<file path="src/rtl/ovl_pkg.sv">
// Shared encodings for the extension handle dispatch unit.
package ovl_pkg;
    typedef enum logic [1:0] {OP_OPEN = 2'd0, OP_CLOSE = 2'd1, OP_CTL = 2'd2, OP_RSVD = 2'd3} op_e;
    typedef enum logic [1:0] {EXC_NONE = 2'd0, EXC_NO_IFACE = 2'd1, EXC_NO_INSTR = 2'd2, EXC_EXHAUSTED = 2'd3} exc_e;
    typedef enum logic [1:0] {DK_INIT = 2'd0, DK_CTL = 2'd1, DK_SHUT = 2'd2, DK_RSVD = 2'd3} dkind_e;
    typedef enum logic [1:0] {ST_IDLE = 2'd0, ST_SEND = 2'd1, ST_WAIT = 2'd2} st_e;
endpackage

</file>
<file path="src/rtl/ovl_iface_match.sv">
// Finds the lowest-numbered device whose interface identifier equals the
// requested one. Assumes identifiers are packed device 0 in the low bits.
module ovl_iface_match #(
    parameter int N_DEV  = 4,
    parameter int IFID_W = 20,
    parameter int DEV_W  = 2
) (
    input  logic [IFID_W-1:0]       id,
    input  logic [N_DEV*IFID_W-1:0] ids_flat,
    output logic                    hit,
    output logic [DEV_W-1:0]        dev
);
    logic [N_DEV-1:0] eq;

    // One comparator per attached device.
    for (genvar g = 0; g < N_DEV; g++) begin : g_cmp
        assign eq[g] = (ids_flat[g*IFID_W +: IFID_W] == id);
    end

    // Priority pick, lowest index wins.
    always_comb begin
        hit = 1'b0;
        dev = '0;
        for (int i = N_DEV - 1; i >= 0; i--) begin
            if (eq[i]) begin
                hit = 1'b1;
                dev = DEV_W'(i);
            end
        end
    end
endmodule

</file>
<file path="src/rtl/ovl_handle_table.sv">
// Open-handle table: valid bit, device index and owner address space per slot.
// Provides an ownership lookup, a lowest-free-slot search and set/clear ports.
// Assumes set and clear never target the same slot in one cycle.
module ovl_handle_table #(
    parameter int N_HANDLE = 16,
    parameter int ASID_W   = 8,
    parameter int DEV_W    = 2,
    parameter int HIDX_W   = $clog2(N_HANDLE)
) (
    input  logic              clk,
    input  logic              rst_n,
    input  logic [HIDX_W-1:0] lk_idx,
    input  logic [ASID_W-1:0] lk_asid,
    output logic              lk_hit,
    output logic [DEV_W-1:0]  lk_dev,
    output logic              free_any,
    output logic [HIDX_W-1:0] free_idx,
    input  logic              set_en,
    input  logic [HIDX_W-1:0] set_idx,
    input  logic [DEV_W-1:0]  set_dev,
    input  logic [ASID_W-1:0] set_asid,
    input  logic              clr_en,
    input  logic [HIDX_W-1:0] clr_idx
);
    logic [N_HANDLE-1:0] vld_q;
    logic [DEV_W-1:0]    dev_q  [N_HANDLE];
    logic [ASID_W-1:0]   asid_q [N_HANDLE];

    // Valid bits: set on a completed open, cleared on a completed close.
    always_ff @(posedge clk) begin
        if (!rst_n) begin
            vld_q <= '0;
        end else begin
            if (set_en) vld_q[set_idx] <= 1'b1;
            if (clr_en) vld_q[clr_idx] <= 1'b0;
        end
    end

    // Slot payload, meaningful only while the valid bit is set.
    always_ff @(posedge clk) begin
        if (set_en) begin
            dev_q[set_idx]  <= set_dev;
            asid_q[set_idx] <= set_asid;
        end
    end

    // Ownership lookup: open and owned by the caller.
    assign lk_hit = vld_q[lk_idx] && (asid_q[lk_idx] == lk_asid);
    assign lk_dev = dev_q[lk_idx];

    // Lowest free slot search.
    always_comb begin
        free_any = 1'b0;
        free_idx = '0;
        for (int i = N_HANDLE - 1; i >= 0; i--) begin
            if (!vld_q[i]) begin
                free_any = 1'b1;
                free_idx = HIDX_W'(i);
            end
        end
    end
endmodule

</file>
<file path="src/rtl/ovl_dispatch.sv">
// Top of the extension handle dispatch unit. Accepts one decoded open,
// close or control request at a time, checks it against the handle table
// and the device support masks, and either answers with an exception the
// next cycle or runs one valid/ready exchange with the target device.
// Assumes a device raises dev_rsp_valid only after accepting a request.
module ovl_dispatch
    import ovl_pkg::*;
#(
    parameter int N_DEV    = 4,
    parameter int N_HANDLE = 16,
    parameter int ASID_W   = 8,
    parameter int XLEN     = 32,
    parameter int IFID_W   = 20,
    parameter int EXTRA_W  = 12,
    parameter int N_CTL    = 8,
    parameter int FN_W     = $clog2(N_CTL),
    parameter int DEV_W    = (N_DEV > 1) ? $clog2(N_DEV) : 1,
    parameter int HIDX_W   = $clog2(N_HANDLE)
) (
    input  logic                    clk,
    input  logic                    rst_n,
    input  logic                    req_valid,
    output logic                    req_ready,
    input  logic [1:0]              req_op,
    input  logic [FN_W-1:0]         req_fn,
    input  logic [XLEN-1:0]         req_rs1,
    input  logic [XLEN-1:0]         req_data,
    input  logic [ASID_W-1:0]       req_asid,
    output logic                    rsp_valid,
    output logic [1:0]              rsp_exc,
    output logic [XLEN-1:0]         rsp_value,
    output logic [XLEN-1:0]         rsp_cookie,
    input  logic [N_DEV*IFID_W-1:0] dev_if_ids,
    input  logic [N_DEV*N_CTL-1:0]  dev_fn_masks,
    output logic [N_DEV-1:0]        dev_req_valid,
    input  logic [N_DEV-1:0]        dev_req_ready,
    output logic [1:0]              dev_req_kind,
    output logic [FN_W-1:0]         dev_req_fn,
    output logic [EXTRA_W-1:0]      dev_req_extra,
    output logic [HIDX_W-1:0]       dev_req_handle,
    output logic [XLEN-1:0]         dev_req_data,
    input  logic [N_DEV-1:0]        dev_rsp_valid,
    input  logic [N_DEV*XLEN-1:0]   dev_rsp_data
);
    localparam int HTOP = EXTRA_W + HIDX_W;

    st_e               state_q;
    logic [DEV_W-1:0]  cur_dev_q;
    dkind_e            cur_kind_q;
    logic [HIDX_W-1:0] cur_hidx_q;
    logic [FN_W-1:0]   cur_fn_q;
    logic [EXTRA_W-1:0] cur_extra_q;
    logic [XLEN-1:0]   cur_data_q;
    logic [ASID_W-1:0] cur_asid_q;
    logic              rsp_valid_q;
    exc_e              rsp_exc_q;
    logic [XLEN-1:0]   rsp_value_q;
    logic [XLEN-1:0]   rsp_cookie_q;

    logic              id_hit;
    logic [DEV_W-1:0]  id_dev;
    logic [HIDX_W-1:0] hsel;
    logic              high_clear;
    logic              lk_hit;
    logic [DEV_W-1:0]  lk_dev;
    logic              free_any;
    logic [HIDX_W-1:0] free_idx;
    logic [N_CTL-1:0]  sel_mask;
    op_e               op;
    exc_e              dec_exc;
    logic [DEV_W-1:0]  dec_dev;
    dkind_e            dec_kind;
    logic [HIDX_W-1:0] dec_hidx;
    logic              accept;
    logic              in_wait;
    logic              dev_done;
    logic [XLEN-1:0]   dev_result;
    logic              tbl_set;
    logic              tbl_clr;

    assign op         = op_e'(req_op);
    assign hsel       = req_rs1[EXTRA_W +: HIDX_W];
    assign high_clear = ((req_rs1 >> HTOP) == '0);
    assign sel_mask   = dev_fn_masks[lk_dev*N_CTL +: N_CTL];
    assign accept     = req_valid && (state_q == ST_IDLE);
    assign in_wait    = (state_q == ST_WAIT);
    assign dev_done   = in_wait && dev_rsp_valid[cur_dev_q];
    assign dev_result = dev_rsp_data[cur_dev_q*XLEN +: XLEN];
    assign tbl_set    = dev_done && (cur_kind_q == DK_INIT);
    assign tbl_clr    = dev_done && (cur_kind_q == DK_SHUT);

    ovl_iface_match #(
        .N_DEV (N_DEV),
        .IFID_W(IFID_W),
        .DEV_W (DEV_W)
    ) u_match (
        .id      (req_rs1[IFID_W-1:0]),
        .ids_flat(dev_if_ids),
        .hit     (id_hit),
        .dev     (id_dev)
    );

    ovl_handle_table #(
        .N_HANDLE(N_HANDLE),
        .ASID_W  (ASID_W),
        .DEV_W   (DEV_W),
        .HIDX_W  (HIDX_W)
    ) u_table (
        .clk     (clk),
        .rst_n   (rst_n),
        .lk_idx  (hsel),
        .lk_asid (req_asid),
        .lk_hit  (lk_hit),
        .lk_dev  (lk_dev),
        .free_any(free_any),
        .free_idx(free_idx),
        .set_en  (tbl_set),
        .set_idx (cur_hidx_q),
        .set_dev (cur_dev_q),
        .set_asid(cur_asid_q),
        .clr_en  (tbl_clr),
        .clr_idx (cur_hidx_q)
    );

    // Request decode: pick the exception or the device, kind and slot.
    always_comb begin
        dec_exc  = EXC_NONE;
        dec_dev  = lk_dev;
        dec_kind = DK_CTL;
        dec_hidx = hsel;
        unique case (op)
            OP_OPEN: begin
                dec_dev  = id_dev;
                dec_kind = DK_INIT;
                dec_hidx = free_idx;
                if (!id_hit)        dec_exc = EXC_NO_IFACE;
                else if (!free_any) dec_exc = EXC_EXHAUSTED;
            end
            OP_CLOSE: begin
                dec_kind = DK_SHUT;
                if (!(high_clear && lk_hit)) dec_exc = EXC_NO_IFACE;
            end
            OP_CTL: begin
                if (!(high_clear && lk_hit)) dec_exc = EXC_NO_IFACE;
                else if (!sel_mask[req_fn])  dec_exc = EXC_NO_INSTR;
            end
            default: dec_exc = EXC_NO_INSTR;
        endcase
    end

    // Sequencer: idle, present request to device, await device answer.
    always_ff @(posedge clk) begin
        if (!rst_n) begin
            state_q      <= ST_IDLE;
            rsp_valid_q  <= 1'b0;
            rsp_exc_q    <= EXC_NONE;
            rsp_value_q  <= '0;
            rsp_cookie_q <= '0;
            cur_dev_q    <= '0;
            cur_kind_q   <= DK_INIT;
            cur_hidx_q   <= '0;
            cur_fn_q     <= '0;
            cur_extra_q  <= '0;
            cur_data_q   <= '0;
            cur_asid_q   <= '0;
        end else begin
            rsp_valid_q <= 1'b0;
            unique case (state_q)
                ST_IDLE: begin
                    if (accept) begin
                        if (dec_exc != EXC_NONE) begin
                            rsp_valid_q  <= 1'b1;
                            rsp_exc_q    <= dec_exc;
                            rsp_value_q  <= '0;
                            rsp_cookie_q <= '0;
                        end else begin
                            state_q     <= ST_SEND;
                            cur_dev_q   <= dec_dev;
                            cur_kind_q  <= dec_kind;
                            cur_hidx_q  <= dec_hidx;
                            cur_fn_q    <= (op == OP_CTL) ? req_fn : '0;
                            cur_extra_q <= (op == OP_OPEN) ? '0 : req_rs1[EXTRA_W-1:0];
                            cur_data_q  <= req_data;
                            cur_asid_q  <= req_asid;
                        end
                    end
                end
                ST_SEND: begin
                    if (dev_req_ready[cur_dev_q]) state_q <= ST_WAIT;
                end
                ST_WAIT: begin
                    if (dev_done) begin
                        state_q     <= ST_IDLE;
                        rsp_valid_q <= 1'b1;
                        rsp_exc_q   <= EXC_NONE;
                        if (cur_kind_q == DK_INIT) begin
                            rsp_value_q  <= XLEN'(cur_hidx_q) << EXTRA_W;
                            rsp_cookie_q <= dev_result;
                        end else begin
                            rsp_value_q  <= dev_result;
                            rsp_cookie_q <= '0;
                        end
                    end
                end
                default: state_q <= ST_IDLE;
            endcase
        end
    end

    // Per-device request valid, only the selected device while presenting.
    for (genvar g = 0; g < N_DEV; g++) begin : g_dvld
        assign dev_req_valid[g] = (state_q == ST_SEND) && (cur_dev_q == DEV_W'(g));
    end

    assign req_ready      = (state_q == ST_IDLE);
    assign dev_req_kind   = cur_kind_q;
    assign dev_req_fn     = cur_fn_q;
    assign dev_req_extra  = cur_extra_q;
    assign dev_req_handle = cur_hidx_q;
    assign dev_req_data   = cur_data_q;
    assign rsp_valid      = rsp_valid_q;
    assign rsp_exc        = rsp_exc_q;
    assign rsp_value      = rsp_value_q;
    assign rsp_cookie     = rsp_cookie_q;
endmodule

</file>
<file path="config.mk">
export PLATFORM = sky130hd
export DESIGN_NAME = ovl_dispatch
export DESIGN_NICKNAME = d
export VERILOG_FILES = /design/src/rtl/ovl_pkg.sv /design/src/rtl/ovl_iface_match.sv /design/src/rtl/ovl_handle_table.sv /design/src/rtl/ovl_dispatch.sv
export SDC_FILE = /design/constraint.sdc
export NUM_CORES = 1
export LEC_CHECK = 0
export ABC_CLOCK_PERIOD_IN_PS = 3800
export CORE_AREA = 3 3 175 177
export CTS_BUF_LIST = sky130_fd_sc_hd__clkbuf_8 sky130_fd_sc_hd__clkbuf_16
export CTS_CLUSTER_SIZE = 40
export DETAILED_ROUTE_END_ITERATION = 6
export DIE_AREA = 0 0 178 180
export DONT_BUFFER_PORTS = 1
export PLACE_DENSITY_LB_ADDON = 0.05
export SYNTH_ARGS = -nofsm -noshare
export SYNTH_HDL_FRONTEND = slang
export SYNTH_SLANG_ARGS = --single-unit
</file>
<file path="constraint.sdc">
create_clock -name clk -period 3.8 [get_ports clk]
set_input_delay 0.76 -clock clk [delete_from_list [all_inputs] [get_ports clk]]
set_output_delay 0.76 -clock clk [all_outputs]
set_load 0.05 [all_outputs]
</file>
After elaboration in Yosys (flattened, before gate mapping)

Memory sizes are Yosys's and may differ from the RTL's.
Index checks and enable logic that the tools add are counted.

Add/sub/neg operators: 0
Multiply operators: 0
Divide/modulo/power cells: 0
Order comparisons: 5
Equal/unequal tests: 18
Shift operators: 2
Muxes and demuxes: 86
Bitwise logic cells: 4
Reduce and logical (&&, ||, !) cells: 21

Operators with widths:

| cell               | number |
|---|---|
| $mux 32            | 6 |
| $pmux 32 s2        | 2 |
| $shiftx 128x8->32  | 1 |
| $eq 20x20->1       | 4 |
| $mux 4             | 17 |
| $mux 16            | 3 |
| $logic_not 32->1   | 1 |
| $shiftx 32x6->8    | 1 |
| $mux 1             | 31 |
| $mux 2             | 15 |
| $and 16x16->16     | 1 |
| $not 16->16        | 1 |
| $or 16x16->16      | 1 |
| $mux 12            | 1 |
| $pmux 2 s3         | 2 |
| $logic_and 1x1->1  | 11 |
| $eq 2x2->1 const B | 5 |
| $lt 4x5->1 const B | 2 |
| $eq 8x8->1         | 1 |
| $logic_not 2->1    | 4 |
| $pmux 2 s2         | 2 |
| $reduce_and 4->1   | 2 |
| $eq 2x1->1 const B | 3 |
| $ne 2x1->1 const B | 3 |
| other kinds (13)   | 16 |

Flip-flop bits (word level): 148
Latch bits: 0
Bits in writable memories: 160
Bits in read-only memories: 0
Input bits: 328
Output and inout bits: 125
Logic and storage cells: 151
Memories kept: 2

Memory list:

| name           | depth | width | read ports | clocked after memory_dff | write ports | RTL line               | source |
|---|---|---|---|---|---|---|---|
| u_table.asid_q | 16    | 8     | 1          | 0                        | 1           | ovl_handle_table.sv:27 | `logic [ASID_W-1:0] asid_q [N_HANDLE];` |
| u_table.dev_q  | 16    | 2     | 1          | 0                        | 1           | ovl_handle_table.sv:26 | `logic [DEV_W-1:0] dev_q [N_HANDLE];` |

Longest topological paths before layout

Gate-level depths: netlist of run 1.

Word-level depth: 23
Gate-level depth with buffers: 16
Gate-level depth less buffers: 10

Hierarchy

Synthesis of run 1 repeated with hierarchy kept, for this count alone.

Cells, all modules: 1226
Area, all modules: 15122.0 sq um

Modules (own cells, without submodules):

| module           | instances | cells an instance | area an instance (sq um) | seq. area each (sq um) |
|---|---|---|---|---|
| ovl_handle_table | 1         | 365               | 7185.6                   | 5124.9 |
| ovl_dispatch     | 1         | 747               | 7023.0                   | 2642.5 |
| ovl_iface_match  | 1         | 114               | 913.4                    | 0.0 |

Worst setup path after synthesis of run 1

Ideal clock, no wire load.

Kind: in2reg
Start: input port req_rs1[13]
End: register rsp_value_q[25], in the netlist rsp_value[25]
Setup time: 0.117 ns
Data arrival time: 3.715 ns
Required time: 3.683 ns
Setup slack: -0.031 ns
Stages: 12
Path buffers: 5
Cell sequence: buf_2 -> buf_6 -> buf_2 -> mux2i_2 -> mux4_2 -> o311ai_1 -> o21ai_1 -> o211ai_4 -> a21boi_1 -> buf_4 -> buf_6 -> a22o_1

Cells in the longest elaborated chain, start to end: 10
Elaborated cells on any way between the ends: 26
Those cells by class: eq/ne: 6; shift: 1; mux: 13; reduce/logical: 4; memory: 2

Ends and longest elaborated chain:

| item                                         | RTL line                                   | source |
|---|---|---|
| start, declared                              | ovl_dispatch.sv:26                         | `input logic [XLEN-1:0] req_rs1,` |
| $mem_v2 16x2 or $eq 20x20->1 (tied branches) | n/a                                        |  |
| $shiftx 32x6->8 or $mux 1 (tied branches)    | ovl_dispatch.sv:84, ovl_iface_match.sv:25  |  |
| $bmux 1 s3 or $mux 1 (tied branches)         | ovl_dispatch.sv:145, ovl_iface_match.sv:25 |  |
| $mux 1 (on tied branches)                    | ovl_dispatch.sv:145, ovl_iface_match.sv:25 |  |
| $mux 2 or $mux 1 (tied branches)             | ovl_dispatch.sv:145, ovl_iface_match.sv:25 |  |
| $mux 2 (on tied branches)                    | ovl_dispatch.sv:144, ovl_dispatch.sv:136   |  |
| $pmux 2 s3 (*)                               | ovl_dispatch.sv:131                        | `unique case (op)` |
| $reduce_bool 2->1 (*)                        | ovl_dispatch.sv:171                        | `if (dec_exc != EXC_NONE) begin` |
| $ne 2x1->1 (no source line) (*)              | n/a                                        |  |
| $reduce_and 4->1 (no source line) (*)        | n/a                                        |  |
| end signal, assigned                         | ovl_dispatch.sv:197                        | `rsp_value_q <= XLEN'(cur_hidx_q) << EXTRA_W;` |
| end signal, assigned                         | ovl_dispatch.sv:200                        | `rsp_value_q <= dev_result;` |
| end, declared                                | ovl_dispatch.sv:57                         | `logic [XLEN-1:0] rsp_value_q;` |

Every way passes the cells marked *; elsewhere a longest branch is shown, timed or not. The select of a mux whose other input is x is not followed.
A chain may end at the register's enable or synchronous reset.

Worst setup path in the final report of run 1

Start: memory u_table.asid_q[3][4]
End: register cur_hidx_q[1], in the netlist dev_req_handle[1]

Cells in the longest elaborated chain, start to end: 9
Elaborated cells on any way between the ends: 10
Those cells by class: eq/ne: 1; mux: 3; bitwise: 1; reduce/logical: 4; memory: 1

Ends and longest elaborated chain:

| item                                  | RTL line                                 | source |
|---|---|---|
| start, declared                       | ovl_handle_table.sv:27                   |  |
| $mem_v2 16x8 (*)                      | n/a                                      |  |
| $eq 8x8->1 (*)                        | ovl_handle_table.sv:48                   | `assign lk_hit = vld_q[lk_idx] && (asid_q[lk_idx] == lk_asid);` |
| $logic_and 1x1->1 (*)                 | ovl_handle_table.sv:48                   |  |
| $logic_and 1x1->1 (*)                 | ovl_dispatch.sv:141, ovl_dispatch.sv:144 |  |
| $mux 2 or $mux 1 (tied branches)      | ovl_dispatch.sv:144, ovl_dispatch.sv:141 |  |
| $pmux 2 s3 (*)                        | ovl_dispatch.sv:131                      |  |
| $reduce_bool 2->1 (*)                 | ovl_dispatch.sv:171                      |  |
| $not 1->1 (no source line) (*)        | n/a                                      |  |
| $reduce_and 3->1 (no source line) (*) | n/a                                      |  |
| end signal, assigned                  | ovl_dispatch.sv:180                      | `cur_hidx_q <= dec_hidx;` |
| end, declared                         | ovl_dispatch.sv:50                       | `logic [HIDX_W-1:0] cur_hidx_q;` |

Every way passes the cells marked *; elsewhere a longest branch is shown, timed or not.

==> results of run 1 <==
==> routing by layer <==
metal | GRT usage, % | share of wire, %
met1 | 33.9 | 40
met2 | 43.4 | 50
met3 | 4.71 | 7.0
met4 | 7.26 | 3.1
met5 | 0 | 0
==> flip-flops by register name, indices dropped and copies added, names as in the netlist, 3 cells and up <==
name and flops:
dev_req_data 32, dev_req_handle 4, rsp_value 32, dev_req_fn 3
u_table.vld_q 16, u_table.asid_q 128, u_table.dev_q 32, dev_req_extra 12
rsp_cookie 32, cur_asid_q 8
==> how the worst max path moves through the flow <==
stage | cells past startpoint | to | slack [ns]
6_report | 11 | dev_req_handle[1] | 0.32
3_5_place_dp | 11 | dev_req_handle[2] | -0.28
3_3_place_gp | 11 | dev_req_data[15] | -0.17
2_1_floorplan | 14 | rsp_value[25] | 0.02
4_1_cts | 11 | dev_req_handle[2] | 0.11
5_1_grt | 11 | dev_req_handle[1] | 0.006
==> critical path, delay by kind of cell (launching register included) <==
family | cells | cell delay [ns]
simple gates | 1 | 0.17
flops | 1 | 0.38
mux | 2 | 0.94
buf+inv | 1 | 0.18
xor+xnor | 1 | 0.26
compound gates | 6 | 1.47
==> power by group through the flow <==
stage,clock [mW],combinational (mW),sequential [mW]
after detailed placement,0,0.579,3.74
after global routing,3.46,0.634,3.67
after floorplan,0,0.502,3.72
after global placement,0,0.576,3.74
final,3.25,0.580,3.67
after CTS,3.31,0.581,3.67
==> placed cells by master, fill, tap and decap left out, types with 10 or more instances in the layout <==
cell	instances
nor2_1	40
nand2_1	48
mux2i_1	49
mux2_2	10
buf_4	46
nand4_1	15
o21ai_0	47
nor4_1	20
a22o_1	61
xor2_1	49
clkbuf_16	36
edfxtp_1	160
dfxtp_1	146
nand3_1	66
nor3_1	13
xnor2_1	40
inv_1	17
o221a_2	16
mux4_2	76
a21oi_1	61
==> timing repair <==
item	CTS	global route
setup endpoints to repair	0	47
gates resized for setup	0	2
hold buffers	0	0
==> metrics by stage <==
| step | setup TNS (ns) | hold slack [ns] |
|---|---|---|
| 6_report | 0 | 0.393 |
| 5_1_grt | 0 | 0.381 |
| 4_1_cts | 0 | 0.376 |
| 3_5_place_dp | -20.88 | 0.575 |
| 3_3_place_gp | -13.90 | 0.575 |
| 2_1_floorplan | 0 | 0.540 |
==> logic make-up after synthesis <==
logic type,synth area share [%]
flip-flops,54.7
AO/OA/AOI/OAI,11.8
buffers and inverters,3.49
multiplexers,16.4
AND/OR/NAND/NOR,8.13
XOR/XNOR,5.55
==> final cells by class <==
class                           count  area share, %
Inverter                           12          0.284
Clock buffer                       40           6.03
Tap cell                          390           3.08
Clock inverter                     20           1.03
Antenna cell                        1         0.0158
Sequential cell                   308           49.0
Multi-Input combinational cell    696           37.8
Timing Repair Buffer               51           2.81
==> results.txt, run 1 <==
chip height - 180 microns
synthesized cell area - 0.0142 sq mm
hold-critical path endpoint - dev_req_data[21]
Tcrit/Tclk final - 91.5%
internal power - 5.74 mW
TritonRoute pass-1 iters - 5
Layout fillers - 2423
Worst EP required - 4.23 ns
Num CTS Buffers - 34
drt wl/cell - 27.8 microns
Core Footprint - 0.0294 sq mm
area occupied by multi-input gates - 0.00599 sq mm
CP max-delay cell - mux4_2
row cnt - 63
synth top area cells - edfxtp_1 34%, dfxtp_1 21%, mux4_2 12%
asr flop ratio synth - 0%
Primary FF master, synth - edfxtp_1
area post-placement - 0.0147 sq mm
Hold Crit Start - req_data[21]
switch share - 23.4%
r2r setup slk - 0.32 ns
count leader, synth - edfxtp_1
Reg power frac - 48.9%
post-layout minimum cycle time - 3.48 ns
first-pass GRT wire length - 62100 microns
Largest stage delay, worst path - 0.47 ns
post-synthesis net count - 1437
initial DRC count - 699
die area - 0.0320 sq mm
share of total power in combinational logic - 7.7%
largest net degree at the start of global routing - 55
synthesis warning total - 0
placed insts - 1457
routed vias - 9537
final hold violation count - 0
CTS clk-pin slew, worst paths - 0.06 ns
R2R Path End - dev_req_handle[1]
I/O pins - 453
# setup viols final - 0
skew final - 0.0170 ns
CTS tree - yes
Port Buffer Count - 0
Post-synth EDFFs - 160
Distinct cells, synth - 58
Clock Latency Late Sink - 0.51 ns
Finished Layout Cells - 1518
outcome - finished, final reports clean
Slew Viols, Final - 0
Worst Setup End Kind - register
CTS sink cnt - 308
fmax - 287 MHz
measured slew at the worst slew-check pin - 1.08 ns
CP startpoint - u_table.asid_q[3][4]
GPL Wtd Cong - 0.840
synthesized flop and latch total - 308
switching power - 1.76 mW
DPL Wire Length - 30500 microns
Critical Path AT - 3.90 ns
mean area per synthesized cell - 12.8 sq um
post-route setup slack - 0.321 ns
PD cells - 473 mW/mm^2
slew margin rel. - 27.9%
Worst setup SP type - register
Post-synth top cells - 160 x edfxtp_1, 148 x dfxtp_1, 76 x mux4_2
CP most frequent cell - mux4_2
Mapped Cells - 1109
Root Buffer - clkbuf_16
initial antenna violation count - 1
layout cells sized above 1 - 19.4%
reg2reg start - u_table.asid_q[3][4]
Seq. cell area - 0.00777 sq mm
Yosys top cell area share - 33.8%
Routed Antenna Nets - 0
pre-CTS WS - -0.276 ns
total power - 7.50 mW
Final #Nets - 1431
RSZ-0062 raised after global routing - false
total gr overflow - 0
Clock Power Share - 43.3%
worst hold path cell count - 2
final instance area - 0.0159 sq mm
R2R depth - 11
worst-path maximum fanout - 7
Worst Hold Class - input pin to register
H-tree levels - 2
Lkg Pwr - 5.16 nW
max-cap viol count - 0
Clock Path Buffers - 3
routed vias/inst - 6.28
post-CTS setup buffer count - 0
DRC - 0
initial core utilization - 48.3%
Max IR drop VDD - 0.273 mV
sequential area share after synthesis - 54.7%
fin util - 53.9%
vias in the first global route - 9645
synthesis-to-finish area growth - 11.7%
WL final - 42200 microns
largest area contributor in the netlist - edfxtp_1
Die X - 178 microns
CP Cell Sequence - mux4_2 -> mux4_2 -> xnor2_1 -> and2_1 -> o2111ai_1 -> o41ai_1 -> o211a_1 -> o211a_2 -> buf_4 -> a21oi_1 -> a211oi_1
Total GRT Usage - 25.7%
critical path type - register to register
Power figures use the tool's default switching activity.
==> run 2, diff against run 1 <==
- SLEW_MARGIN: default -> 40
==> results.txt, run 2 (same netlist as run 1, synthesis figures left out) <==
final hold violation count - 0
most frequent cells in the layout - 160 x edfxtp_1, 146 x dfxtp_1, 76 x mux4_2, 66 x nand3_1
fmax - 287 MHz
met1 Usage GRT - 33.9%
outcome - finished, final reports clean
total gr overflow - 0
H-tree levels - 2
initial antenna violation count - 1
CTS tree - yes
CP startpoint - u_table.asid_q[7][2]
WHS - 0.393 ns
critical path buffer and inverter count - 1
CP most frequent cell - mux4_2
TritonRoute pass-1 iters - 5
Die X - 178 microns
Biggest register - u_table.asid_q
most common cell after layout, fill and taps aside - edfxtp_1
GR Util met3 - 4.71%
fin util - 54.0%
Num CTS Buffers - 34
CTS clk-pin slew, worst paths - 0.06 ns
post-layout minimum cycle time - 3.48 ns
area occupied by multi-input gates - 0.00599 sq mm
Clock Path Buffers - 3
Routed Antenna Nets - 0
Worst Hold Class - input pin to register
initial core utilization - 48.3%
CTS sink cnt - 308
measured slew at the worst slew-check pin - 0.883 ns
Max IR drop VDD - 0.273 mV
PD cells - 473 mW/mm^2
Layout fillers - 2425
largest net degree at the start of global routing - 55
post-CTS setup buffer count - 0
vias in the first global route - 9643
row cnt - 63
skew final - 0.0164 ns
slew margin rel. - 40.9%
Clock Latency Late Sink - 0.51 ns
grt peak-use layer - met2
Tcrit/Tclk final - 91.6%
RSZ-0062 raised after global routing - false
initial DRC count - 707
Seq. cell area - 0.00777 sq mm
Final #Nets - 1431
GR Layer Usage met2 - 43.4%
Critical Path AT - 3.92 ns
Core Footprint - 0.0294 sq mm
placed insts - 1457
die area - 0.0320 sq mm
CP max-delay cell - mux4_2
GPL Wtd Cong - 0.840
Worst Setup End Kind - register
layout cells sized above 1 - 19.6%
Hold Crit Start - req_data[21]
critical path type - register to register
Finished Layout Cells - 1518
drt wl/cell - 27.8 microns
chip height - 180 microns
Slew Viols, Final - 0
worst-path maximum fanout - 33
max-cap viol count - 0
total power - 7.50 mW
first-pass GRT wire length - 62100 microns
Top Family by Delay on Critical Path - compound AO/OA/AOI/OAI gates
Port Buffer Count - 0
reg2reg start - u_table.asid_q[7][2]
Lkg Pwr - 5.16 nW
Total GRT Usage - 25.7%
routed vias - 9545
CP Cell Sequence - mux4_2 -> mux4_2 -> xnor2_2 -> and2_1 -> o2111ai_1 -> o41ai_1 -> o211a_1 -> o211a_2 -> buf_12 -> nand3_1 -> a21oi_1
hold_buf cts - 0
Largest stage delay, worst path - 0.53 ns
Worst setup SP type - register
WL final - 42200 microns
Root Buffer - clkbuf_16
routed vias/inst - 6.29
DRC - 0
DPL Wire Length - 30500 microns
# setup viols final - 0
Gates resized, CTS repair - 0
Worst EP required - 4.25 ns
synthesis-to-finish area growth - 11.7%
I/O pins - 453
Setup TNS Final - 0 ns
max reg flops - 128
run 2: cell type report:
class / instances / share of cell area [%]
clock buffer: 40 / 6.02
multi-input combinational: 696 / 37.8
tap: 390 / 3.08
sequential: 308 / 49.0
antenna: 1 / 0.0158
clock inverter: 20 / 1.03
inverter: 12 / 0.284
timing repair buffer: 51 / 2.83
run 2: where the power goes:
group / leakage, nW / internal, mW / switching (mW)
sequential: 2.50 / 3.52 / 0.146
combinational: 2.08 / 0.281 / 0.299
clock: 0.581 / 1.94 / 1.31
run 2: worst reg2reg max path, cell delays in order (launching register included):
cell	delay (ns)
edfxtp_1	0.37
mux4_2	0.47
mux4_2	0.53
xnor2_2	0.23
and2_1	0.16
o2111ai_1	0.23
o41ai_1	0.33
o211a_1	0.26
o211a_2	0.33
buf_12	0.23
nand3_1	0.12
a21oi_1	0.17
run 2: metrics by stage:
step	setup slack, ns	cell area [sq um]
6_report	0.320	15900
4_1_cts	0.105	15900
3_3_place_gp	-0.168	14700
5_1_grt	0.00625	15900
3_5_place_dp	-0.276	14700
2_1_floorplan	0.0188	14200
run 2: final timing paths:
check | end | slack (ns) | depth (start not counted)
worst max-delay path | dev_req_data[26] | 0.32 | 11
worst min-delay path | dev_req_data[21] | 0.39 | 2
worst max register to register | dev_req_data[26] | 0.32 | 11
worst min register to register | u_table.vld_q[8] | 0.59 | 1
run 2: metal layers:
| layer | up-vias | part of all wire, % |
|---|---|---|
| met2 | 448 | 50 |
| li1 | 4280 | - |
| met1 | 4755 | 40 |
| met3 | 62 | 6.9 |
| met5 | - | 0 |
| met4 | 0 | 3.0 |
==> run 3, diff against run 2 <==
- CORE_AREA: 3 3 175 177 -> default
- CORE_MARGIN: default -> 3
- CORE_UTILIZATION: default -> 48
- DIE_AREA: 0 0 178 180 -> default
- TNS_END_PERCENT: default -> 1
==> results.txt, run 3 (same netlist as run 1, synthesis figures left out) <==
outcome - finished, final reports clean
Clock Latency Late Sink - 0.56 ns
CP Cell Sequence - mux4_2 -> mux2i_1 -> buf_4 -> mux2i_4 -> buf_12 -> mux4_2 -> o311ai_1 -> o21ai_1 -> o211ai_4 -> buf_4 -> o22ai_1 -> nor3b_1
Port Buffer Count - 0
slew margin rel. - 43.3%
Gates resized, CTS repair - 0
largest net degree at the start of global routing - 55
initial antenna violation count - 6
Top Family by Delay on Critical Path - multiplexers
die area - 0.0317 sq mm
H-tree levels - 1
Worst Setup End Kind - register
hold_buf cts - 0
drt wl/cell - 29.3 microns
Clock Path Buffers - 3
most common cell after layout, fill and taps aside - edfxtp_1
max-cap viol count - 0
Largest stage delay, worst path - 0.47 ns
Num CTS Buffers - 31
RSZ-0062 raised after global routing - false
Lkg Pwr - 5.16 nW
total power - 7.29 mW
row cnt - 62
TritonRoute pass-1 iters - 6
Total GRT Usage - 27.0%
DPL Wire Length - 32100 microns
CP max-delay cell - mux4_2
critical path type - register to register
total gr overflow - 0
I/O pins - 453
measured slew at the worst slew-check pin - 0.847 ns
synthesis-to-finish area growth - 11.6%
critical path buffer and inverter count - 3
most frequent cells in the layout - 160 x edfxtp_1, 145 x dfxtp_1, 76 x mux4_2, 66 x nand3_1
chip height - 178 microns
WHS - 0.345 ns
Core Footprint - 0.0289 sq mm
# setup viols final - 0
Worst EP required - 4.22 ns
routed vias/inst - 6.36
vias in the first global route - 9683
Routed Antenna Nets - 0
Worst setup SP type - register
DRC - 0
PD cells - 460 mW/mm^2
max reg flops - 128
CTS clk-pin slew, worst paths - 0.07 ns
routed vias - 9691
CTS tree - yes
layout cells sized above 1 - 20.3%
Die X - 178 microns
post-layout minimum cycle time - 3.47 ns
Tcrit/Tclk final - 91.4%
CTS sink cnt - 308
initial DRC count - 784
worst-path maximum fanout - 34
Slew Viols, Final - 0
WL final - 44700 microns
Worst Hold Class - input pin to register
Critical Path AT - 3.89 ns
fmax - 288 MHz
Root Buffer - clkbuf_16
Biggest register - u_table.asid_q
post-CTS setup buffer count - 0
initial core utilization - 49.1%
GPL Wtd Cong - 0.894
Max IR drop VDD - 0.310 mV
skew final - 0.0247 ns
Final #Nets - 1438
final hold violation count - 0
first-pass GRT wire length - 63100 microns
## run 3: worst paths after layout
path,start,endpoint,slack [ns],cells past startpoint
max,u_table.dev_q[11][0],state_q[0],0.33,12
min,req_data[16],dev_req_data[16],0.34,2
max reg2reg,u_table.dev_q[11][0],state_q[0],0.33,12
min reg2reg,u_table.vld_q[3],u_table.vld_q[3],0.59,1
## run 3: final cells by class
| cell class | count | area (sq um) |
|---|---|---|
| clock buffers | 42 | 950 |
| flip-flops and latches | 308 | 7770 |
| fillers | 2413 | 13100 |
| clock inverters | 14 | 90.1 |
| repair buffers | 61 | 512 |
| inverters | 12 | 45.0 |
| diodes | 6 | 15.0 |
| multi-input cells | 696 | 5980 |
| well taps | 384 | 480 |
## run 3: through the flow
stage / TNS (ns) / std cells / util, % / cell area, sq um / setup slack, ns
after floorplan: 0 / 1109 / - / 14200 / 0.0188
after global placement: -0.698 / 1461 / 51.1 / 14800 / -0.0856
after detailed placement: -2.49 / 1461 / 51.1 / 14800 / -0.0813
after CTS: 0 / 1517 / 54.7 / 15800 / 0.315
after global routing: 0 / 1522 / 54.8 / 15800 / 0.120
final: 0 / 1523 / 54.8 / 15800 / 0.326
## run 3: power by group
| part | total [mW] | switching (mW) | internal (mW) |
|---|---|---|---|
| clock | 3.03 | 1.23 | 1.80 |
| combinational | 0.602 | 0.314 | 0.288 |
| sequential | 3.66 | 0.137 | 3.52 |
## run 3: per-layer routing
layer | part of all wire, % | routed length, microns | vias up | GRT usage (%)
met4 | 4.1 | 1830 | 0 | 10.6
met2 | 50 | 22300 | 544 | 46.0
met1 | 37 | 16500 | 4779 | 33.2
met3 | 9.0 | 4030 | 77 | 6.41
met5 | 0 | 0 | - | 0
li1 | - | - | 4291 | -
